<file path="src/rtl/fqmb_pkg.sv">
package fqmb_pkg;

  localparam int DATA_W = 64;
  localparam int ADDR_W = 4;
  localparam int RESP_W = 32;
  localparam int FID_W  = 9;

  typedef enum logic [1:0] {
    OWN_NONE   = 2'd0,
    OWN_INBAND = 2'd1,
    OWN_OOB    = 2'd2
  } owner_e;

  typedef struct packed {
    logic locked;
    logic oob_sel;
    logic rd_blk;
    logic wr_blk;
    logic enabled;
    logic valid;
  } feat_ent_t;

  localparam int ENT_W = $bits(feat_ent_t);

  localparam logic [7:0]  RES_OK        = 8'h40;
  localparam logic [7:0]  RES_ERR       = 8'h01;
  localparam logic [7:0]  CMD_GET_STATE = 8'h10;
  localparam logic [15:0] LAUNCH_LEN    = 16'd2;

  localparam logic [ADDR_W-1:0] OFF_STAT = 4'h0;
  localparam logic [ADDR_W-1:0] OFF_CMD  = 4'h8;
  localparam logic [ADDR_W-1:0] OFF_RESP = 4'hC;

  localparam int BIT_RB  = 0;
  localparam int BIT_CPL = 6;

endpackage

</file>
<file path="src/rtl/fqmb_table.sv">
module fqmb_table
  import fqmb_pkg::*;
#(
  parameter int IDX_W = 4
) (
  input  logic             clk,
  input  logic             we,
  input  logic [IDX_W-1:0] waddr,
  input  feat_ent_t        wdata,
  input  logic [IDX_W-1:0] raddr,
  output feat_ent_t        rdata
);

  localparam int DEPTH = 1 << IDX_W;

  logic [ENT_W-1:0] mem [DEPTH];
  logic [ENT_W-1:0] rd_q;

  // Single write port, single registered read port: block RAM friendly.
  always_ff @(posedge clk) begin
    if (we) begin
      mem[waddr] <= wdata;
    end
    rd_q <= mem[raddr];
  end

  assign rdata = feat_ent_t'(rd_q);

endmodule

</file>
<file path="src/rtl/fqmb_ctrl.sv">
module fqmb_ctrl
  import fqmb_pkg::*;
#(
  parameter int IDX_W      = 4,
  parameter int LOOKUP_CYC = 3
) (
  input  logic              clk,
  input  logic              rst,
  input  logic              wr_en,
  input  logic [ADDR_W-1:0] addr,
  input  logic [DATA_W-1:0] wdata,
  input  logic              oob_hold,
  input  feat_ent_t         ent,
  output logic [IDX_W-1:0]  lk_idx,
  output logic [1:0]        owner_vis,
  output logic              rb,
  output logic [7:0]        result,
  output logic [15:0]       len,
  output logic [7:0]        cmd_code,
  output logic [FID_W-1:0]  cmd_fid,
  output logic [RESP_W-1:0] resp
);

  localparam int CNT_W = (LOOKUP_CYC > 2) ? $clog2(LOOKUP_CYC) : 1;
  localparam logic [CNT_W-1:0] CNT_INIT = CNT_W'(LOOKUP_CYC - 1);

  owner_e             owner_q;
  logic               rb_q;
  logic [CNT_W-1:0]   cnt_q;
  logic [7:0]         result_q;
  logic [15:0]        len_q;
  logic [7:0]         code_q;
  logic [FID_W-1:0]   fid_q;
  logic [RESP_W-1:0]  resp_q;

  logic               stat_wr;
  logic               cmd_wr;
  logic               cpl_req;
  logic               launch;
  logic               cmd_ok;
  logic               hit;
  logic               done;
  logic [1:0]         vis;
  logic [RESP_W-1:0]  resp_hit;
  logic               unused_wbits;

  assign unused_wbits = ^{wdata[63:49], wdata[39:32], wdata[15:8]};

  assign vis = (owner_q == OWN_NONE && oob_hold) ? OWN_OOB : owner_q;

  assign stat_wr = wr_en && (addr == OFF_STAT);
  assign cmd_wr  = wr_en && (addr == OFF_CMD);
  assign cpl_req = stat_wr && wdata[BIT_CPL];
  assign launch  = stat_wr && !wdata[BIT_CPL] && wdata[BIT_RB] &&
                   (wdata[31:16] == LAUNCH_LEN) &&
                   (owner_q == OWN_INBAND) && !rb_q;
  assign cmd_ok  = cmd_wr && (vis == OWN_NONE);
  assign done    = rb_q && (cnt_q == '0) && !cpl_req;

  assign hit = (code_q == CMD_GET_STATE) && ((fid_q >> IDX_W) == '0) && ent.valid;

  assign resp_hit = {ent.locked, 15'h0, fid_q[7:0], 1'b0,
                     ent.oob_sel, ent.rd_blk, ent.wr_blk, 3'b000, ent.enabled};

  // Owner and command register
  always_ff @(posedge clk) begin
    if (rst) begin
      owner_q <= OWN_NONE;
      code_q  <= '0;
      fid_q   <= '0;
    end else if (cmd_ok) begin
      owner_q <= OWN_INBAND;
      code_q  <= wdata[7:0];
      fid_q   <= wdata[48:40];
    end else if (cpl_req) begin
      owner_q <= OWN_NONE;
    end
  end

  // Run/busy, lookup countdown, result and response
  always_ff @(posedge clk) begin
    if (rst) begin
      rb_q     <= 1'b0;
      cnt_q    <= '0;
      result_q <= '0;
      len_q    <= '0;
      resp_q   <= '0;
    end else if (cpl_req) begin
      rb_q     <= 1'b0;
      cnt_q    <= '0;
      result_q <= '0;
      len_q    <= '0;
    end else if (launch) begin
      rb_q     <= 1'b1;
      cnt_q    <= CNT_INIT;
      len_q    <= LAUNCH_LEN;
    end else if (rb_q) begin
      if (cnt_q == '0) begin
        rb_q     <= 1'b0;
        result_q <= hit ? RES_OK : RES_ERR;
        resp_q   <= hit ? resp_hit : '0;
      end else begin
        cnt_q <= cnt_q - 1'b1;
      end
    end
  end

  assign lk_idx    = fid_q[IDX_W-1:0];
  assign owner_vis = vis;
  assign rb        = rb_q;
  assign result    = result_q;
  assign len       = len_q;
  assign cmd_code  = code_q;
  assign cmd_fid   = fid_q;
  assign resp      = resp_q;

  initial begin
    assert_lat_min_R7: assert (LOOKUP_CYC >= 2);
  end

  assert_busy_owned_R6: assert property (@(posedge clk) disable iff (rst)
    rb_q |-> (owner_q == OWN_INBAND));

  assert_cmd_ignored_R4: assert property (@(posedge clk) disable iff (rst)
    (cmd_wr && vis != OWN_NONE) |=> ($stable(code_q) && $stable(fid_q)));

  assert_oob_block_R5: assert property (@(posedge clk) disable iff (rst)
    (oob_hold && owner_q == OWN_NONE && cmd_wr) |=> (owner_q == OWN_NONE));

  assert_busy_hold_R7: assert property (@(posedge clk) disable iff (rst)
    (rb_q && cnt_q != '0 && !cpl_req) |=> rb_q);

  assert_result_code_R8: assert property (@(posedge clk) disable iff (rst)
    done |=> (!rb_q && (result_q == RES_OK || result_q == RES_ERR)));

  assert_err_zero_R9: assert property (@(posedge clk) disable iff (rst)
    (result_q == RES_ERR) |-> (resp_q == '0));

  assert_cpl_release_R10: assert property (@(posedge clk) disable iff (rst)
    cpl_req |=> (owner_q == OWN_NONE && !rb_q && result_q == '0 && $stable(resp_q)));

endmodule

</file>
<file path="src/rtl/fqmb_rdmux.sv">
module fqmb_rdmux
  import fqmb_pkg::*;
(
  input  logic              clk,
  input  logic              rst,
  input  logic              rd_en,
  input  logic [ADDR_W-1:0] addr,
  input  logic [1:0]        owner_vis,
  input  logic              rb,
  input  logic [7:0]        result,
  input  logic [15:0]       len,
  input  logic [7:0]        cmd_code,
  input  logic [FID_W-1:0]  cmd_fid,
  input  logic [RESP_W-1:0] resp,
  output logic [DATA_W-1:0] rdata
);

  logic [DATA_W-1:0] stat_word;
  logic [DATA_W-1:0] cmd_word;
  logic [DATA_W-1:0] resp_word64;
  logic [DATA_W-1:0] sel;
  logic [DATA_W-1:0] rdata_q;

  assign stat_word   = {32'h0, len, result, 2'b00, owner_vis, 3'b000, rb};
  assign cmd_word    = {15'h0, cmd_fid, 32'h0, cmd_code};
  assign resp_word64 = {32'h0, resp};

  always_comb begin
    sel = '0;
    if (rd_en) begin
      case (addr)
        OFF_STAT: sel = stat_word;
        OFF_CMD:  sel = cmd_word;
        OFF_RESP: sel = resp_word64;
        default:  sel = '0;
      endcase
    end
  end

  always_ff @(posedge clk) begin
    if (rst) begin
      rdata_q <= '0;
    end else begin
      rdata_q <= sel;
    end
  end

  assign rdata = rdata_q;

  assert_idle_zero_R2: assert property (@(posedge clk) disable iff (rst)
    !rd_en |=> (rdata_q == '0));

  assert_bad_offset_R2: assert property (@(posedge clk) disable iff (rst)
    (rd_en && addr != OFF_STAT && addr != OFF_CMD && addr != OFF_RESP) |=> (rdata_q == '0));

endmodule

</file>
<file path="src/rtl/fqmb_top.sv">
module fqmb_top
  import fqmb_pkg::*;
#(
  parameter int IDX_W      = 4,
  parameter int LOOKUP_CYC = 3
) (
  input  logic              clk,
  input  logic              rst,
  input  logic              bus_wr_en,
  input  logic              bus_rd_en,
  input  logic [3:0]        bus_addr,
  input  logic [63:0]       bus_wdata,
  output logic [63:0]       bus_rdata,
  input  logic              oob_hold,
  input  logic              tbl_we,
  input  logic [IDX_W-1:0]  tbl_addr,
  input  logic [5:0]        tbl_wdata,
  output logic [31:0]       resp_word
);

  feat_ent_t          ent;
  logic [IDX_W-1:0]   lk_idx;
  logic [1:0]         owner_vis;
  logic               rb;
  logic [7:0]         result;
  logic [15:0]        len;
  logic [7:0]         cmd_code;
  logic [FID_W-1:0]   cmd_fid;
  logic [RESP_W-1:0]  resp;

  fqmb_table #(.IDX_W(IDX_W)) u_table (
    .clk   (clk),
    .we    (tbl_we),
    .waddr (tbl_addr),
    .wdata (feat_ent_t'(tbl_wdata)),
    .raddr (lk_idx),
    .rdata (ent)
  );

  fqmb_ctrl #(.IDX_W(IDX_W), .LOOKUP_CYC(LOOKUP_CYC)) u_ctrl (
    .clk       (clk),
    .rst       (rst),
    .wr_en     (bus_wr_en),
    .addr      (bus_addr),
    .wdata     (bus_wdata),
    .oob_hold  (oob_hold),
    .ent       (ent),
    .lk_idx    (lk_idx),
    .owner_vis (owner_vis),
    .rb        (rb),
    .result    (result),
    .len       (len),
    .cmd_code  (cmd_code),
    .cmd_fid   (cmd_fid),
    .resp      (resp)
  );

  fqmb_rdmux u_rdmux (
    .clk       (clk),
    .rst       (rst),
    .rd_en     (bus_rd_en),
    .addr      (bus_addr),
    .owner_vis (owner_vis),
    .rb        (rb),
    .result    (result),
    .len       (len),
    .cmd_code  (cmd_code),
    .cmd_fid   (cmd_fid),
    .resp      (resp),
    .rdata     (bus_rdata)
  );

  assign resp_word = resp;

endmodule

</file>
<file path="config.mk">
export PLATFORM = sky130hd
export DESIGN_NAME = fqmb_top
export DESIGN_NICKNAME = d
export VERILOG_FILES = /design/src/rtl/fqmb_pkg.sv /design/src/rtl/fqmb_table.sv /design/src/rtl/fqmb_ctrl.sv /design/src/rtl/fqmb_rdmux.sv /design/src/rtl/fqmb_top.sv
export SDC_FILE = /design/constraint.sdc
export NUM_CORES = 1
export LEC_CHECK = 0
export BUFFER_PORTS_ARGS = -buffer_cell sky130_fd_sc_hd__buf_2
export CORE_MARGIN = 4
export CORE_UTILIZATION = 50
export DETAILED_ROUTE_END_ITERATION = 10
export HOLD_SLACK_MARGIN = 0.12
export PLACE_DENSITY = 0.73
export SYNTH_ARGS = -nofsm -noshare
export SYNTH_HDL_FRONTEND = slang
export SYNTH_HIERARCHICAL = 1
export SYNTH_SLANG_ARGS = --single-unit
export TNS_END_PERCENT = 20
</file>
<file path="constraint.sdc">
create_clock -name clk -period 2.1 [get_ports clk]
set_input_delay 0.315 -clock clk [delete_from_list [all_inputs] [get_ports clk]]
set_output_delay 0.315 -clock clk [all_outputs]
set_load 0.05 [all_outputs]
</file>
# [Word-level counts from Yosys, hierarchy flattened]
# Memories as Yosys holds them, arrays and structs flattened. A register that Yosys moved wholly into a read port is not among the register bits.
# Cells that the tools add are included.
# Widths: inputs -> output; s select.
[classes] addsub=1 n_eq_ne=5 n_mux=14 n_bitwise=4 n_reduce_logical=28
[ops] op="$pmux 49 s3" n=1
[ops] op="$mux 32" n=1
[ops] op="$eq 16x2->1 const B" n=1
[ops] op="$logic_and 1x1->1" n=12
[ops] op="$logic_not 9->1" n=1
[ops] op="$eq 4x4->1 const B" n=2
[ops] op="$eq 8x5->1 const B" n=1
[ops] op="$mux 2" n=4
[ops] op="$mux 1" n=7
[ops] op="$mux 7" n=1
[ops] op="$logic_not 2->1" n=3
[ops] op="$logic_not 4->1" n=1
[ops] op="$not 1->1" n=4
[ops] op="$reduce_and 2->1" n=2
[ops] op="$reduce_and 4->1" n=1
[ops] op="$reduce_bool 2->1" n=2
[ops] op="$reduce_or 2->1" n=2
[ops] op="$reduce_and 3->1" n=1
[ops] op="$reduce_or 3->1" n=1
[ops] op="$logic_not 1->1" n=2
[ops] op="$ne 2x1->1 const B" n=1
[ops] op="$sub 2x1->2 const B" n=1
[word_totals] register_bits=126 mem_bits_rw=96 inputBits=84 out_inout_bits=96 elab_cells=63 mem_count=1
[memory_table] memory="u_table.mem" words=16 width=6 read_ports=1 rd_clocked_by_memory_dff=1 write_ports=1 line="fqmb_table.sv:16" source="logic [ENT_W-1:0] mem [DEPTH];"

# [Logic depth before layout (Yosys ltp)]
[depth] word_depth=9 depth_mapped=6 mapped_depth_nobuf=4

# [By module]
# Netlist, hierarchy kept.
[by_module_without_submodules] module="fqmb_table" instances=1 cells_each=178 area_per_inst_um2=3895.0 seq_area_each_um2=3002.9
[by_module_without_submodules] module="fqmb_ctrl" instances=1 cells_each=176 area_per_inst_um2=1724.2 seq_area_each_um2=740.7
[by_module_without_submodules] module="fqmb_rdmux" instances=1 cells_each=161 area_per_inst_um2=1705.4 seq_area_each_um2=820.8

# [Worst setup path before layout]
# OpenSTA, ideal clock, no wires.
[synth_path] kind="input -> register" from="in tbl_addr[2]" to="mem u_table/mem[0][0] (netlist bit) (enable)" setup_ns=0.377 t_arrival_ns=1.290 t_required_ns=1.723 setup_slack_ns=0.433 stages=2 path_buffers=0 cell_sequence="or3b_2 -> nor3_1"
[synth_rtl] element="start: declaration" line="fqmb_top.sv:16" source="input logic [IDX_W-1:0] tbl_addr,"
[synth_rtl] element="end: declaration" line="fqmb_table.sv:16"
# No word-level cell before the write port.

==> flow_summary.ini <==
[layout]
area.sequential_mm2 = 0.004564
insertedDiodeCount = 0
nNetsFinal = 714
synthToLayoutAreaGrowth_pct = 14.54
fillers = 1115
final_cell_area_mm2 = 0.008389
fraction_of_layout_cells_with_a_size_suffix_above_1 = 0.3017
area_used_by_multi_input_combinational_logic_mm2 = 0.002297

[critical_path]
worstSetupPathType = flop to flop
data_required_critical_path_ns = 2.39
worstReg2RegStart = u_ctrl/cmd_fid[0]$_SDFFE_PP0P_
timing.critical_path.cells = buf_12, mux4_1, a22oi_1, nand2_1
startpoint_type = flop
cp_capture_type = flop
critPathSlowestCell = sky130_fd_sc_hd__mux4_1
critical_path.startpoint = u_ctrl/cmd_fid[0]$_SDFFE_PP0P_
crit_path_max_fanout = 23
worst_ep_arrival_time_ns = 2.00
critical_path_max_stage_delay_ns = 0.58

[clock_network]
root_buffer = sky130_fd_sc_hd__clkbuf_16
cts_tree = yes
clock_sinks = 180
htreeDepth = 4
cts_hold_buffers = 3
clock_insertion_delay_worst_skew_ns = 0.42
numCtsBuffers = 17
clock_tree.buffer_depth = 2
cts.reportedPaths.clkPinSlew_ns = 0.06
cts.repair_timing.setup_buffer_count = 0
post_cts.resized_instances = 0

[sta]
final_period_demand_of_the_worst_path_ns = 1.708
slew_headroom = 0.3920
final_clock_skew_ns = 0.008447
setup_viol = 0
min_period_over_period = 0.8131
fin_tns_setup_ns = 0
max_freq_mhz = 585.6
timing.final.hold_violations = 0
rsz0062_at_grt = false
timing_worst_slew_pin_value_ns = 0.9093
hold_slack_ns = 0.1374
final_max_slew_viol_count = 0

[power]
sequentialPowerShare = 0.509
vdd_drop_max_mv = 0.5208
power.internal_mw = 5.727
power.leakage_nw = 3.328
switchingPower_mw = 1.666
share_comb_of_total_power = 0.058
power_total_mw = 7.393
power_density_mw_per_mm2 = 881.2
power.share.switching = 0.2253
share_clk_of_total_power = 0.434

[global_route]
groute.usage.overall = 0.1810
grt_remaining_overflow = 0
grt_pass1_vias = 4301
grt_antenna_before_repair = 0
grt_max_degree = 27
first_pass_grt_wire_length_um = 22710

[yosys]
synth_area_leaders = sky130_fd_sc_hd__edfxtp_1 (39%), sky130_fd_sc_hd__dfxtp_1 (23%), sky130_fd_sc_hd__buf_4 (7.4%), sky130_fd_sc_hd__mux4_1 (4.3%), sky130_fd_sc_hd__mux4_2 (3.7%)
ys_ff_latch = 180
synth_enable_flop_cells = 96
sequential_element_share_of_the_synthesized_area = 0.6232
netlist.area_leader.share = 0.3936
synth_top_flop_cell = sky130_fd_sc_hd__edfxtp_1
synth.distinct_cells = 46
synthArstFlopShare = 0
cell_type_contributing_the_most_total_cell_area_after_synthesis = sky130_fd_sc_hd__edfxtp_1
synthTopCellsByCount = sky130_fd_sc_hd__edfxtp_1 (96), sky130_fd_sc_hd__dfxtp_1 (84), sky130_fd_sc_hd__buf_4 (72), sky130_fd_sc_hd__nor2_1 (56), sky130_fd_sc_hd__a22oi_1 (28)
avgSynthCellArea_um2 = 14.22
synthCells = 515
yosysWarnings = 6
most_repeated_cell_in_the_gate_level_netlist_after_synthesis = sky130_fd_sc_hd__edfxtp_1
mappedNetlistArea_mm2 = 0.007325

[min_path]
worst_hold_startpoint = bus_wdata[41]
hold_path.class = primary input to flop

[status]
outcome = completed

[die]
chipHeight_um = 129.0
die_w_um = 129.0
floorplan.die_area_mm2 = 0.01665
ios = 180
std_cell_rows = 43
placeableCoreArea_mm2 = 0.01410
start_util = 0.5196

[routing]
totalWireLength_um = 14720
first_iter_violations = 246
drt_drc_violations_left = 0
detailedRoute.firstPassIterationCount = 4
routed_via_density = 5.232
routed_antenna_nets = 0
drt-wirelength-per-cell_um = 17.89
vias = 4306

[placed_design]
numPortBuffers = 106
post_dp_cell_area_mm2 = 0.007756
routabilityCongestion = 0.7709
placed_wire_length_estimate_um = 10440

[run]
timing.max_cap.violations = 0
-- layer usage --
metal / wire length, µm / part of all wire / GRT usage
met3: 1160 / 0.079 / 0.04823
met2: 7475 / 0.51 / 0.3043
met1: 5879 / 0.40 / 0.2229
met5: 0 / 0 / 0
met4: 205 / 0.014 / 0.07412
-- power by group through the flow --
| stage | combinational, mW | sequential (mW) | clock, mW |
|---|---|---|---|
| floorplan | 0.379 | 3.84 | 0 |
| global placement | 0.405 | 3.83 | 0 |
| detailed placement | 0.415 | 3.84 | 0 |
| CTS | 0.420 | 3.76 | 3.27 |
| global route | 0.457 | 3.76 | 3.43 |
| finish | 0.425 | 3.76 | 3.21 |
-- kinds of logic (layout without fill, tap and decap cells) --
kind of cell           Yosys count  in the layout  synth area share
AOI/OAI and AO/OA               58             58           0.06594
buffers and inverters           92            159           0.09447
DFF                            180            180            0.6232
muxes                           48             48            0.1131
other                            2             63          0.001025
and+or+nand+nor                135            135            0.1023
-- final cells by class --
class / instances / share of cell area
Clock buffer: 17 / 0.05071
Clock inverter: 15 / 0.02118
Multi-Input combinational cell: 304 / 0.2738
Inverter: 3 / 0.001641
Timing Repair Buffer: 124 / 0.08173
Sequential cell: 180 / 0.5441
Tap cell: 180 / 0.02685
-- sequential cells by signal, indices dropped and copies added (netlist names) --
name	cells
u_ctrl/result	2
u_ctrl/len	1
u_ctrl/rb	1
u_ctrl/cmd_fid	9
u_ctrl/cmd_code	8
u_ctrl/cnt_q	2
u_ctrl/resp	13
u_table/rdata	6
u_ctrl/owner_q	1
u_rdmux/rdata	41
u_table/mem	96
-- cell usage in the layout, fill, tap and decap left out, drive strengths merged --
cell and count:
and3 1, mux4 24, or3 1, clkinvlp 2
clkinv 6, nor4 5, a21oi 6, nand2b 3
a31o 1, nand3b 2, dfxtp 84, and2b 1
bufinv 3, nor2 66, a22oi 38, edfxtp 96
nor3 4, nor4b 6, mux2i 22, nand3 5
or3b 2, and4bb 1, a31oi 2, inv 7
and2 14, clkbuf 17, nand2 13, nand4b 1
a22o 9, dlygate4sd3 3, o211ai 1, o21ai 1
nand4 1, mux2 2, nor3b 3, conb 63
nor2b 6, buf 121
-- final timing paths --
path / end / slack [ns] / cells after the start
max: u_table/rdata[0]$_DFF_P_ / 0.39 / 4
min: u_ctrl/cmd_fid[1]$_SDFFE_PP0P_ / 0.14 / 3
max reg2reg: u_table/rdata[0]$_DFF_P_ / 0.39 / 4
min reg2reg: u_ctrl/resp[5]$_SDFFE_PP0P_ / 0.45 / 1
-- stage by stage --
step,util,worst slack (ns),cells
after floorplan,-,0.4331,576
after global placement,0.5502,0.2822,788
after detailed placement,0.5502,0.2485,788
after CTS,0.5952,0.3780,823
after global routing,0.5952,0.2868,823
final,0.5952,0.3924,823
-- critical path, delay by kind of cell (launching register included) --
family          cells  cell delay [ns]
flops               1             0.37
compound gates      1             0.30
simple gates        1             0.09
mux                 1             0.58
buf+inv             1             0.22
Note: power is estimated with default switching activity, not from simulation.
